--- src/rtl/sar_readout.sv ---
module sar_readout #(
  parameter int W          = 12,
  parameter int DIV_W      = 8,
  parameter int HUNT_MAX   = 16,
  parameter bit LSB_SHARED = 1'b1
) (
  input  logic             clk,
  input  logic             rst_n,
  input  logic             start,
  input  logic [DIV_W-1:0] div,
  input  logic             sdi,
  output logic             cs_n,
  output logic             sclk,
  output logic [W-1:0]     result,
  output logic             valid,
  output logic             mismatch,
  output logic             timeout,
  output logic             busy
);
  localparam int LSB_N = LSB_SHARED ? W : W - 1;
  localparam int HW    = $clog2(HUNT_MAX + 1);
  localparam int BW    = $clog2(W + 1);

  typedef enum logic [2:0] {IDLE, HUNT, MSB, LSB, FIN, TMO} st_t;

  st_t              st;
  logic [DIV_W-1:0] cnt;
  logic [HW-1:0]    hunt;
  logic [BW-1:0]    bits;
  logic [W-1:0]     msb_sr, lsb_sr, lsb_word;

  generate
    if (LSB_SHARED) begin : g_full
      assign lsb_word = lsb_sr;
    end else begin : g_skip
      assign lsb_word = {lsb_sr[W-1:1], msb_sr[0]};
    end
  endgenerate

  assign busy = (st != IDLE);

  always_ff @(posedge clk or negedge rst_n) begin
    if (!rst_n) begin
      st       <= IDLE;
      cnt      <= '0;
      hunt     <= '0;
      bits     <= '0;
      msb_sr   <= '0;
      lsb_sr   <= '0;
      cs_n     <= 1'b1;
      sclk     <= 1'b0;
      result   <= '0;
      valid    <= 1'b0;
      mismatch <= 1'b0;
      timeout  <= 1'b0;
    end else begin
      valid   <= 1'b0;
      timeout <= 1'b0;
      if (st == IDLE) begin
        cnt <= '0;
        if (start) begin
          st   <= HUNT;
          cs_n <= 1'b0;
          hunt <= '0;
          bits <= '0;
        end
      end else if (cnt != div) begin
        cnt <= cnt + 1'b1;
      end else begin
        cnt  <= '0;
        sclk <= ~sclk;
        if (!sclk) begin
          case (st)
            HUNT: begin
              if (!sdi) st <= MSB;
              else if (hunt == HW'(HUNT_MAX - 1)) st <= TMO;
              else hunt <= hunt + 1'b1;
            end
            MSB: begin
              msb_sr <= {msb_sr[W-2:0], sdi};
              if (bits == BW'(W - 1)) begin
                bits <= '0;
                st   <= LSB;
              end else bits <= bits + 1'b1;
            end
            LSB: begin
              lsb_sr <= {sdi, lsb_sr[W-1:1]};
              if (bits == BW'(LSB_N - 1)) st <= FIN;
              else bits <= bits + 1'b1;
            end
            default: ;
          endcase
        end else if (st == FIN || st == TMO) begin
          cs_n <= 1'b1;
          st   <= IDLE;
          if (st == FIN) begin
            result   <= msb_sr;
            mismatch <= (msb_sr != lsb_word);
            valid    <= 1'b1;
          end else begin
            timeout <= 1'b1;
          end
        end
      end
    end
  end
endmodule

--- config.mk ---
export PLATFORM = sky130hd
export DESIGN_NAME = sar_readout
export DESIGN_NICKNAME = d
export VERILOG_FILES = /design/src/rtl/sar_readout.sv
export SDC_FILE = /design/constraint.sdc
export NUM_CORES = 1
export LEC_CHECK = 0
export CORE_MARGIN = 2
export CORE_UTILIZATION = 63
export CTS_CLUSTER_DIAMETER = 150
export CTS_CLUSTER_SIZE = 20
export DETAILED_ROUTE_END_ITERATION = 10
export DONT_BUFFER_PORTS = 1
export GPL_ROUTABILITY_DRIVEN = 0
export PLACE_DENSITY = 0.84
export SLEW_MARGIN = 10
export SYNTH_ARGS = -nofsm -noshare
export SYNTH_HDL_FRONTEND = slang
export SYNTH_SLANG_ARGS = --single-unit
--- constraint.sdc ---
create_clock -name clk -period 2.5 [get_ports clk]
set_input_delay 0.125 -clock clk [delete_from_list [all_inputs] [get_ports clk]]
set_output_delay 0.125 -clock clk [all_outputs]
set_load 0.02 [all_outputs]
**Word-level counts from Yosys, hierarchy flattened**

Cells that the tools add are included.

- Register bits: 61
- Bits of input ports: 12
- Output and inout bits: 18
- Logic and storage cells: 94

- Add/subtract/negate cells: 3
- Equality and inequality tests: 18
- Muxes and demuxes: 41
- Bitwise logic cells: 3
- Reduce and logical (&&, ||, !) cells: 17

Operator list:

| operator | number |
|---|---|
| $mux 5 | 7 |
| $mux 3 | 9 |
| $mux 4 | 6 |
| $mux 8 | 2 |
| $mux 1 | 15 |
| $ne 12x12->1 | 1 |
| $reduce_and 4->1 | 3 |
| $reduce_and 5->1 | 2 |
| $pmux 3 s3 | 1 |
| $add 8x1->8 const B | 1 |
| $ne 4x4->1 const B | 2 |
| $ne 8x8->1 | 1 |
| $pmux 4 s2 | 1 |
| $reduce_bool 2->1 | 4 |
| $reduce_and 7->1 | 1 |
| $eq 3x2->1 const B | 2 |
| $eq 3x3->1 const B | 2 |
| $ne 2x2->1 const B | 3 |
| $reduce_and 6->1 | 1 |
| $reduce_bool 3->1 | 2 |
| $add 5x1->5 const B | 1 |
| $eq 5x4->1 const B | 1 |
| $ne 5x5->1 const B | 1 |
| $reduce_bool 5->1 | 1 |
| other kinds (10) | 12 |

**Longest topological paths before layout**

Gate-level depths: netlist of the first run.

- Depth after elaboration: 7
- Depth in mapped cells: 8
- Mapped depth without buffers: 8

**Worst setup path after synthesis of the first run**

OpenSTA, ideal clock, no wires.

- Path kind: register -> register
- Start point: register hunt[0]
- End point: register hunt[2]
- Library setup time: 0.121 ns
- Arrival time: 2.123 ns
- Setup slack: 0.256 ns
- Stages on the path, launching flop included: 8
- Buffers on the path: 0
- Period minus slack after synthesis: 2.244 ns
- Cells stage by stage: dfrtp_1 ha_1 and3_1 ha_1 or4_1 nor3_2 o22ai_1 a22o_1

- Word-level cells in the longest chain between the ends: 7
- Elaborated cells between the ends (all ways): 10
- Those cells by class: add/sub (1); eq/ne (2); mux (6); reduce/logical (1)

Ends and longest elaborated chain:

| item | RTL line | RTL |
|---|---|---|
| start: declaration | 28 | `logic [HW-1:0] hunt;` |
| start signal: assignment | 77 | `else hunt <= hunt + 1'b1;` |
| $add 5x1->5 | 77 |  |
| $mux 5 | 76 | `else if (hunt == HW'(HUNT_MAX - 1)) st <= TMO;` |
| $mux 5 | 75 | `if (!sdi) st <= MSB;` |
| $mux 5 | 73 | `case (st)` |
| $mux 5 | 72 | `if (!sclk) begin` |
| $mux 5 | 67 | `end else if (cnt != div) begin` |
| $mux 5 | 59 | `if (st == IDLE) begin` |

Several ways; a longest one is shown, not always the timed one. The select of a mux whose other input is x is not followed.
A chain may end at the register's enable or synchronous reset.

**Worst setup path after layout of the first run**

- Start point: register hunt[0]
- End point: register st[2]

- Word-level cells in the longest chain between the ends: 3

Ends and longest elaborated chain:

| item | RTL line | RTL |
|---|---|---|
| $eq 5x4->1 | 76 |  |
| $ne 5x5->1 (no source line) | - |  |
| $reduce_and 7->1 (no source line) | - |  |
| end signal: assignment | 75 |  |
| end signal: assignment | 76 |  |
| end signal: assignment | 83 | `st <= LSB;` |
| end: declaration | 26 | `st_t st;` |

Every way passes these cells.

==> results of run 1 <==
[worst paths after layout]
kind                       slack [ps]     from  depth (start not counted)         to
min reg2reg                       510  bits[0]                          1    bits[0]
min in group asynchronous         320    rst_n                          2  msb_sr[7]
max in group asynchronous        1870    rst_n                          2       cs_n
max reg2reg                       180  hunt[0]                          8      st[2]
min                               130    start                          2    hunt[2]
max                               180  hunt[0]                          8      st[2]
[metrics by stage]
step	utilization (%)	setup WS, ps
floorplan	-	256
global placement	66.2	240
detailed placement	66.2	227
CTS	72.1	203
finish	72.1	182
global route	72.1	31.7
[cells in the mapped netlist, types with 2 or more instances]
cell type and n:
a21o_1 2, nor4_1 4, o2bb2ai_1 2, nand3b_1 2, nand2_1 17, clkbuf_1 5, nand4_2 2, and3_1 4
o22ai_1 2, buf_6 2, nor3_1 6, a21oi_1 4, mux2_2 28, mux2i_1 4, mux2_4 10, xor2_1 18
o21ai_0 8, xnor2_1 10, dfrtp_1 60, nand4_1 2, nand3_1 10, nor2_1 10, nand2b_1 3, buf_2 3
ha_1 4, inv_1 6
[flip-flops by register name, indices dropped and copies added, names as in the netlist]
signal and count:
msb_sr 12, cs_n 1, result 12, cnt 8, mismatch 1, bits 4
sclk 1, valid 1, lsb_sr 12, st 3, timeout 1, hunt 5
[layout make-up]
| class | count | area [um^2] | area share [%] |
|---|---|---|---|
| clock buffers | 12 | 155 | 4.65 |
| clock inverters | 4 | 70.1 | 2.10 |
| inverters | 6 | 22.5 | 0.674 |
| multi-input cells | 170 | 1370 | 41.1 |
| flip-flops and latches | 61 | 1530 | 45.7 |
| well taps | 54 | 67.6 | 2.02 |
| repair buffers | 13 | 123 | 3.67 |
[per-layer routing]
metal  track usage, %  vias to the layer above
met4             15.4                        0
met5                0                        -
met3             4.42                       13
met1             28.4                      952
li1                 -                      900
met2             38.6                       55
[power by group through the flow]
stage	Clock, uW	Sequential, uW	Combinational, uW
5_1_grt	1030	1240	578
6_report	972	1220	510
4_1_cts	998	1220	513
3_5_place_dp	0	1240	479
3_3_place_gp	0	1230	462
2_1_floorplan	0	1180	409
[timing repair]
action	CTS	global route
hold endpoints to repair	64	0
setup endpoints to repair	0	0
hold buffers	3	0
buffers inserted	0	0
[cell families after synthesis]
family | after synthesis
and+or+nand+nor | 71
DFF | 61
muxes | 42
xor gates and xnor gates | 28
AOI/OAI and AO/OA | 25
buffers and inverters | 16
adders and majority gates | 4
==> reports/metrics.yaml, run 1 <==
run_status:
  status: "complete, no violations"
placed_design:
  place_area_um2: 3070
  dp_hpwl_um: 3630
  place_inst: 301
  port-buffer-count: 0
power:
  power.switching_uw: 782
  power_leakage_uw: 0.00167
  max-vdd-ir-drop_uv: 592
  p_clk_share_pct: 35.9
  p_sw_share_pct: 28.9
  seq_power_share_pct: 45.2
  power_density_nw_per_um2: 810
  total_power_uw: 2710
  pwr-share-comb_pct: 18.8
  p_int_uw: 1920
synth:
  synth-async-reset-ratio_pct: 100
  synth_area_leaders: "dfrtp_1 50%, mux2_2 11%, xor2_1 5.3%"
  synth_fa_ha_area_share_pct: 1.68
  yosysSeqAreaShare_pct: 51.3
  yosys.cell_types.count: 45
  yosysWarnings: 0
  syn_nets: 263
  synth_area_um2: 2980
  synth_xor_area_share_pct: 8.23
  synth_cells: 247
  yosys.area.top_type: "dfrtp_1"
  synth_simple_gate_area_share_pct: 13.8
  synth-edff-count: 0
  synth_compound_area_share_pct: 5.42
  ys_ff_latch: 61
  synth.area.mux_share_pct: 17.0
  synth.avg_cell_area_um2: 12.1
  synth_top_family_by_area: "multiplexers"
  yosysTopAreaCellShare_pct: 50.4
  dominantRegCellSynth: "dfrtp_1"
finish:
  mostFrequentLayoutCell: "dfrtp_1"
  drive_gt1_share_pct: 27.4
  nets: 277
  diodes: 0
  finalInstanceArea_um2: 3340
  fin_cells: 320
  mostFrequentLayoutCells: "60 x dfrtp_1, 28 x mux2_2, 18 x xor2_1, 17 x nand2_1, 11 x clkbuf_8"
  area_growth_syn_to_layout_pct: 12.0
  fillerInstances: 338
timing:
  timing.fmax_mhz: 431
  finalMaxSlewViolations: 0
  hold_viol_final: 0
  setup_viol_count_final: 0
  worstMarginPinSlew_ps: 482
  slew_headroom_pct: 67.7
  skew_ps: 6.43
  min_period_ps: 2320
  hold_slack_ps: 134
  tns_ps: 0
  rsz0062_at_grt: "no"
  period_share_pct: 92.7
die:
  die_width_um: 72.8
  die-area_um2: 5300
  core_area_um2: 4630
  ios: 30
  num_rows: 25
  initial_core_util_pct: 64.4
  dieHeight_um: 72.8
grt:
  grt_max_degree: 62
  grt_first_pass_wirelength_um: 9260
  grt_remaining_overflow: 0
  grt_use_total_pct: 23.6
  grt_pass1_vias: 1966
  grt_antenna_before_repair: 0
critical_path:
  cpLargestDelayFamily: "simple AND/OR/NAND/NOR gates"
  arrival_ps: 2540
  critPathLaunchType: "flop"
  timing.critical_path.mode_cell: "ha_1"
  worstPathRequired_ps: 2720
  cp_cell_sequence: "ha_1 -> and3_1 -> ha_1 -> nor4bb_1 -> a211oi_1 -> o211a_1 -> nand2_1 -> mux2_2"
  cpPeakStageDelay_ps: 420
  slowest_stage: "dfrtp_1"
  cp_num_buf_inv: 0
  critical_path_class: "reg2reg"
  end_kind: "flop"
  cp_max_fo: 4
worst_hold_path:
  hold_class: "in2reg"
routing:
  wl_met3_um: 214
  vias: 1920
  met1Wirelength_um: 2340
  wl_per_cell_um: 17.3
  wl_met2_um: 2840
  top_layer: "met4"
  drt_pass1_iterations: 4
  drc: 0
  routed_wl_um: 5540
  drt.antenna.violating_nets: 0
  initialDrtViolationCount: 99
  avgViaCountPerCell: 6.00
flow_run:
  drv_cap: 0
clock_tree:
  htreeDepth: 3
  clk_pin_slew_ps: 70
  clock_sinks: 61
  clock-root-buffer: "clkbuf_8"
  cts_buffers: 9
  clk_path_buf_depth: 2
  cts_resized: 0
  clock_latency_ps: 330
  cts_tree: "yes"
Note: power is estimated with default switching activity, not from simulation.
==> run 2: changes to the inputs <==
--- a/config.mk
+++ b/config.mk
@@ -5,14 +5,16 @@
 export SDC_FILE = /design/constraint.sdc
 export NUM_CORES = 1
 export LEC_CHECK = 0
+export CELL_PAD_IN_SITES_DETAIL_PLACEMENT = 1
+export CELL_PAD_IN_SITES_GLOBAL_PLACEMENT = 1
 export CORE_MARGIN = 2
-export CORE_UTILIZATION = 63
+export CORE_UTILIZATION = 55
 export CTS_CLUSTER_DIAMETER = 150
 export CTS_CLUSTER_SIZE = 20
 export DETAILED_ROUTE_END_ITERATION = 10
 export DONT_BUFFER_PORTS = 1
 export GPL_ROUTABILITY_DRIVEN = 0
-export PLACE_DENSITY = 0.84
+export PLACE_DENSITY = 0.89
 export SLEW_MARGIN = 10
 export SYNTH_ARGS = -nofsm -noshare
 export SYNTH_HDL_FRONTEND = slang
==> constraint.sdc (replaced) <==
create_clock -name clk -period 2.8 [get_ports clk]
set_input_delay 0.14 -clock clk [delete_from_list [all_inputs] [get_ports clk]]
set_output_delay 0.14 -clock clk [all_outputs]
set_load 0.02 [all_outputs]
==> run 2 against run 1 <==
Effect of this change:
- die area is 14% higher
- clock skew is 1.0 ps higher
- critical path depth is 3 lower
- power is 14% lower
- core utilization is 8.2 points lower
- sequential power is 9.8% lower
- critical path type unchanged
- cell count is 4.1% higher
- first-iteration DRC count is 15% lower
- sequential share of layout area is 0.43 points higher
- hold slack better by 2.3 ps
- highest routed layer unchanged
==> reports/metrics.yaml, run 2 (synthesis gave the netlist of run 1 again) <==
clock_tree:
  clock-root-buffer: "clkbuf_8"
  postCtsSetupRepairBufs: 0
  cts_hold_buffers: 3
  cts_tree: "yes"
  clk_path_buf_depth: 2
  cts_resized: 0
  clock_sinks: 61
  clk_pin_slew_ps: 60
  cts_buffers: 9
  htreeDepth: 3
  clock_latency_ps: 340
timing:
  period_share_pct: 87.9
  slew_headroom_pct: 51.5
  finalMaxSlewViolations: 0
  skew_ps: 7.44
  tns_ps: 0
  rsz0062_at_grt: "no"
  worstMarginPinSlew_ps: 720
  hold_viol_final: 0
  timing.fmax_mhz: 406
  setup_viol_count_final: 0
  min_period_ps: 2460
critical_path:
  worstPathRequired_ps: 3020
  critPathLaunchType: "flop"
  end_kind: "flop"
  cpPeakStageDelay_ps: 670
  arrival_ps: 2680
  cp_max_fo: 12
  slowest_stage: "or4_4"
  cp_cell_sequence: "xnor2_1 -> nand4_2 -> or2_1 -> or4_4 -> mux2_4"
  critical_path_class: "reg2reg"
placed_design:
  port-buffer-count: 0
  dp_hpwl_um: 4400
routing:
  initialDrtViolationCount: 84
  drc: 0
  routed_wl_um: 6530
  wl_per_cell_um: 19.6
  drt_pass1_iterations: 4
  drt.antenna.violating_nets: 0
  avgViaCountPerCell: 5.97
  vias: 1987
finish:
  diodes: 0
  ff_latch_area_um2: 1530
  fin_util_pct: 64.0
  mostFrequentLayoutCells: "60 x dfrtp_1, 28 x mux2_2, 18 x xor2_1, 17 x nand2_1, 11 x clkbuf_8"
  largestRegisters: "lsb_sr: 12 flops, msb_sr: 12 flops, result: 12 flops"
  multi_input_area_um2: 1370
  fillerInstances: 508
  nets: 274
  area_growth_syn_to_layout_pct: 11.0
  drive_gt1_share_pct: 25.5
  mostFrequentLayoutCell: "dfrtp_1"
grt:
  grt_remaining_overflow: 0
  grt_use_total_pct: 23.8
  grt_antenna_before_repair: 0
  grt_max_degree: 62
  grt_first_pass_wirelength_um: 10900
  grt_pass1_vias: 2098
flow_run:
  drv_cap: 0
power:
  max-vdd-ir-drop_uv: 410
  power_leakage_uw: 0.00164
  power_density_nw_per_um2: 707
run_status:
  status: "complete, no violations"
worst_hold_path:
  hold_class: "in2reg"
die:
  core_area_um2: 5170
  ios: 30
  dieHeight_um: 77.6
  initial_core_util_pct: 57.6
  die-area_um2: 6020
  die_width_um: 77.6
  num_rows: 26
-- run 2: changes by cell type in the layout (fill, tap and decap cells not counted) --
| cell | previous run | this run |
|---|---|---|
| buf_4 | 10 | 7 |
| clkbuf_1 | 1 | 4 |
| bufinv_16 | 2 | 1 |
| clkinv_2 | 2 | 0 |
-- run 2: report_power, final --
| group | total [uW] | switching (uW) | internal (uW) |
|---|---|---|---|
| clock | 788 | 326 | 462 |
| sequential | 1100 | 132 | 963 |
| combinational | 456 | 261 | 196 |
-- run 2: cell type report --
type	instances	area share [%]
tap	70	2.65
inverter	6	0.681
multi-input combinational	170	41.5
clock buffer	15	5.03
clock inverter	1	0.908
sequential	61	46.2
timing repair buffer	10	3.03
-- run 2: worst max-delay path, delay by kind of cell, from the launching register on --
| family | cells | cell delay [ps] |
|---|---|---|
| XOR/XNOR | 1 | 200 |
| multiplexers | 1 | 350 |
| flip-flops | 1 | 460 |
| AND/OR/NAND/NOR | 3 | 1330 |
-- run 2: routing by layer --
| layer | GRT usage, % | up-vias | share of wire (%) |
|---|---|---|---|
| met5 | 0 | - | 0 |
| met4 | 6.96 | 0 | 1.2 |
| met3 | 6.63 | 8 | 4.2 |
| met1 | 28.1 | 1030 | 41 |
| met2 | 42.2 | 50 | 53 |
| li1 | - | 899 | - |
-- run 2: worst paths after layout --
path / startpoint / end / slack [ps] / cells after the start
worst max-delay path: cnt[0] / lsb_sr[2] / 340 / 5
worst min-delay path: start / hunt[2] / 140 / 2
worst max register to register: cnt[0] / lsb_sr[2] / 340 / 5
worst min register to register: bits[0] / bits[0] / 520 / 1
max in group asynchronous: rst_n / cs_n / 2140 / 2
min in group asynchronous: rst_n / result[8] / 360 / 2
-- run 2: per-stage QoR --
stage / setup slack (ps) / hold WS [ps] / std cells / instance area, um^2 / total power, uW
finish: 338 / 136 / 333 / 3310 / 2340
detailed placement: 351 / -154 / 314 / 3060 / 1540
global route: 221 / 148 / 333 / 3310 / 2460
floorplan: 556 / -156 / 247 / 2980 / 1420
CTS: 329 / 124 / 333 / 3310 / 2360
global placement: 403 / -154 / 314 / 3060 / 1510
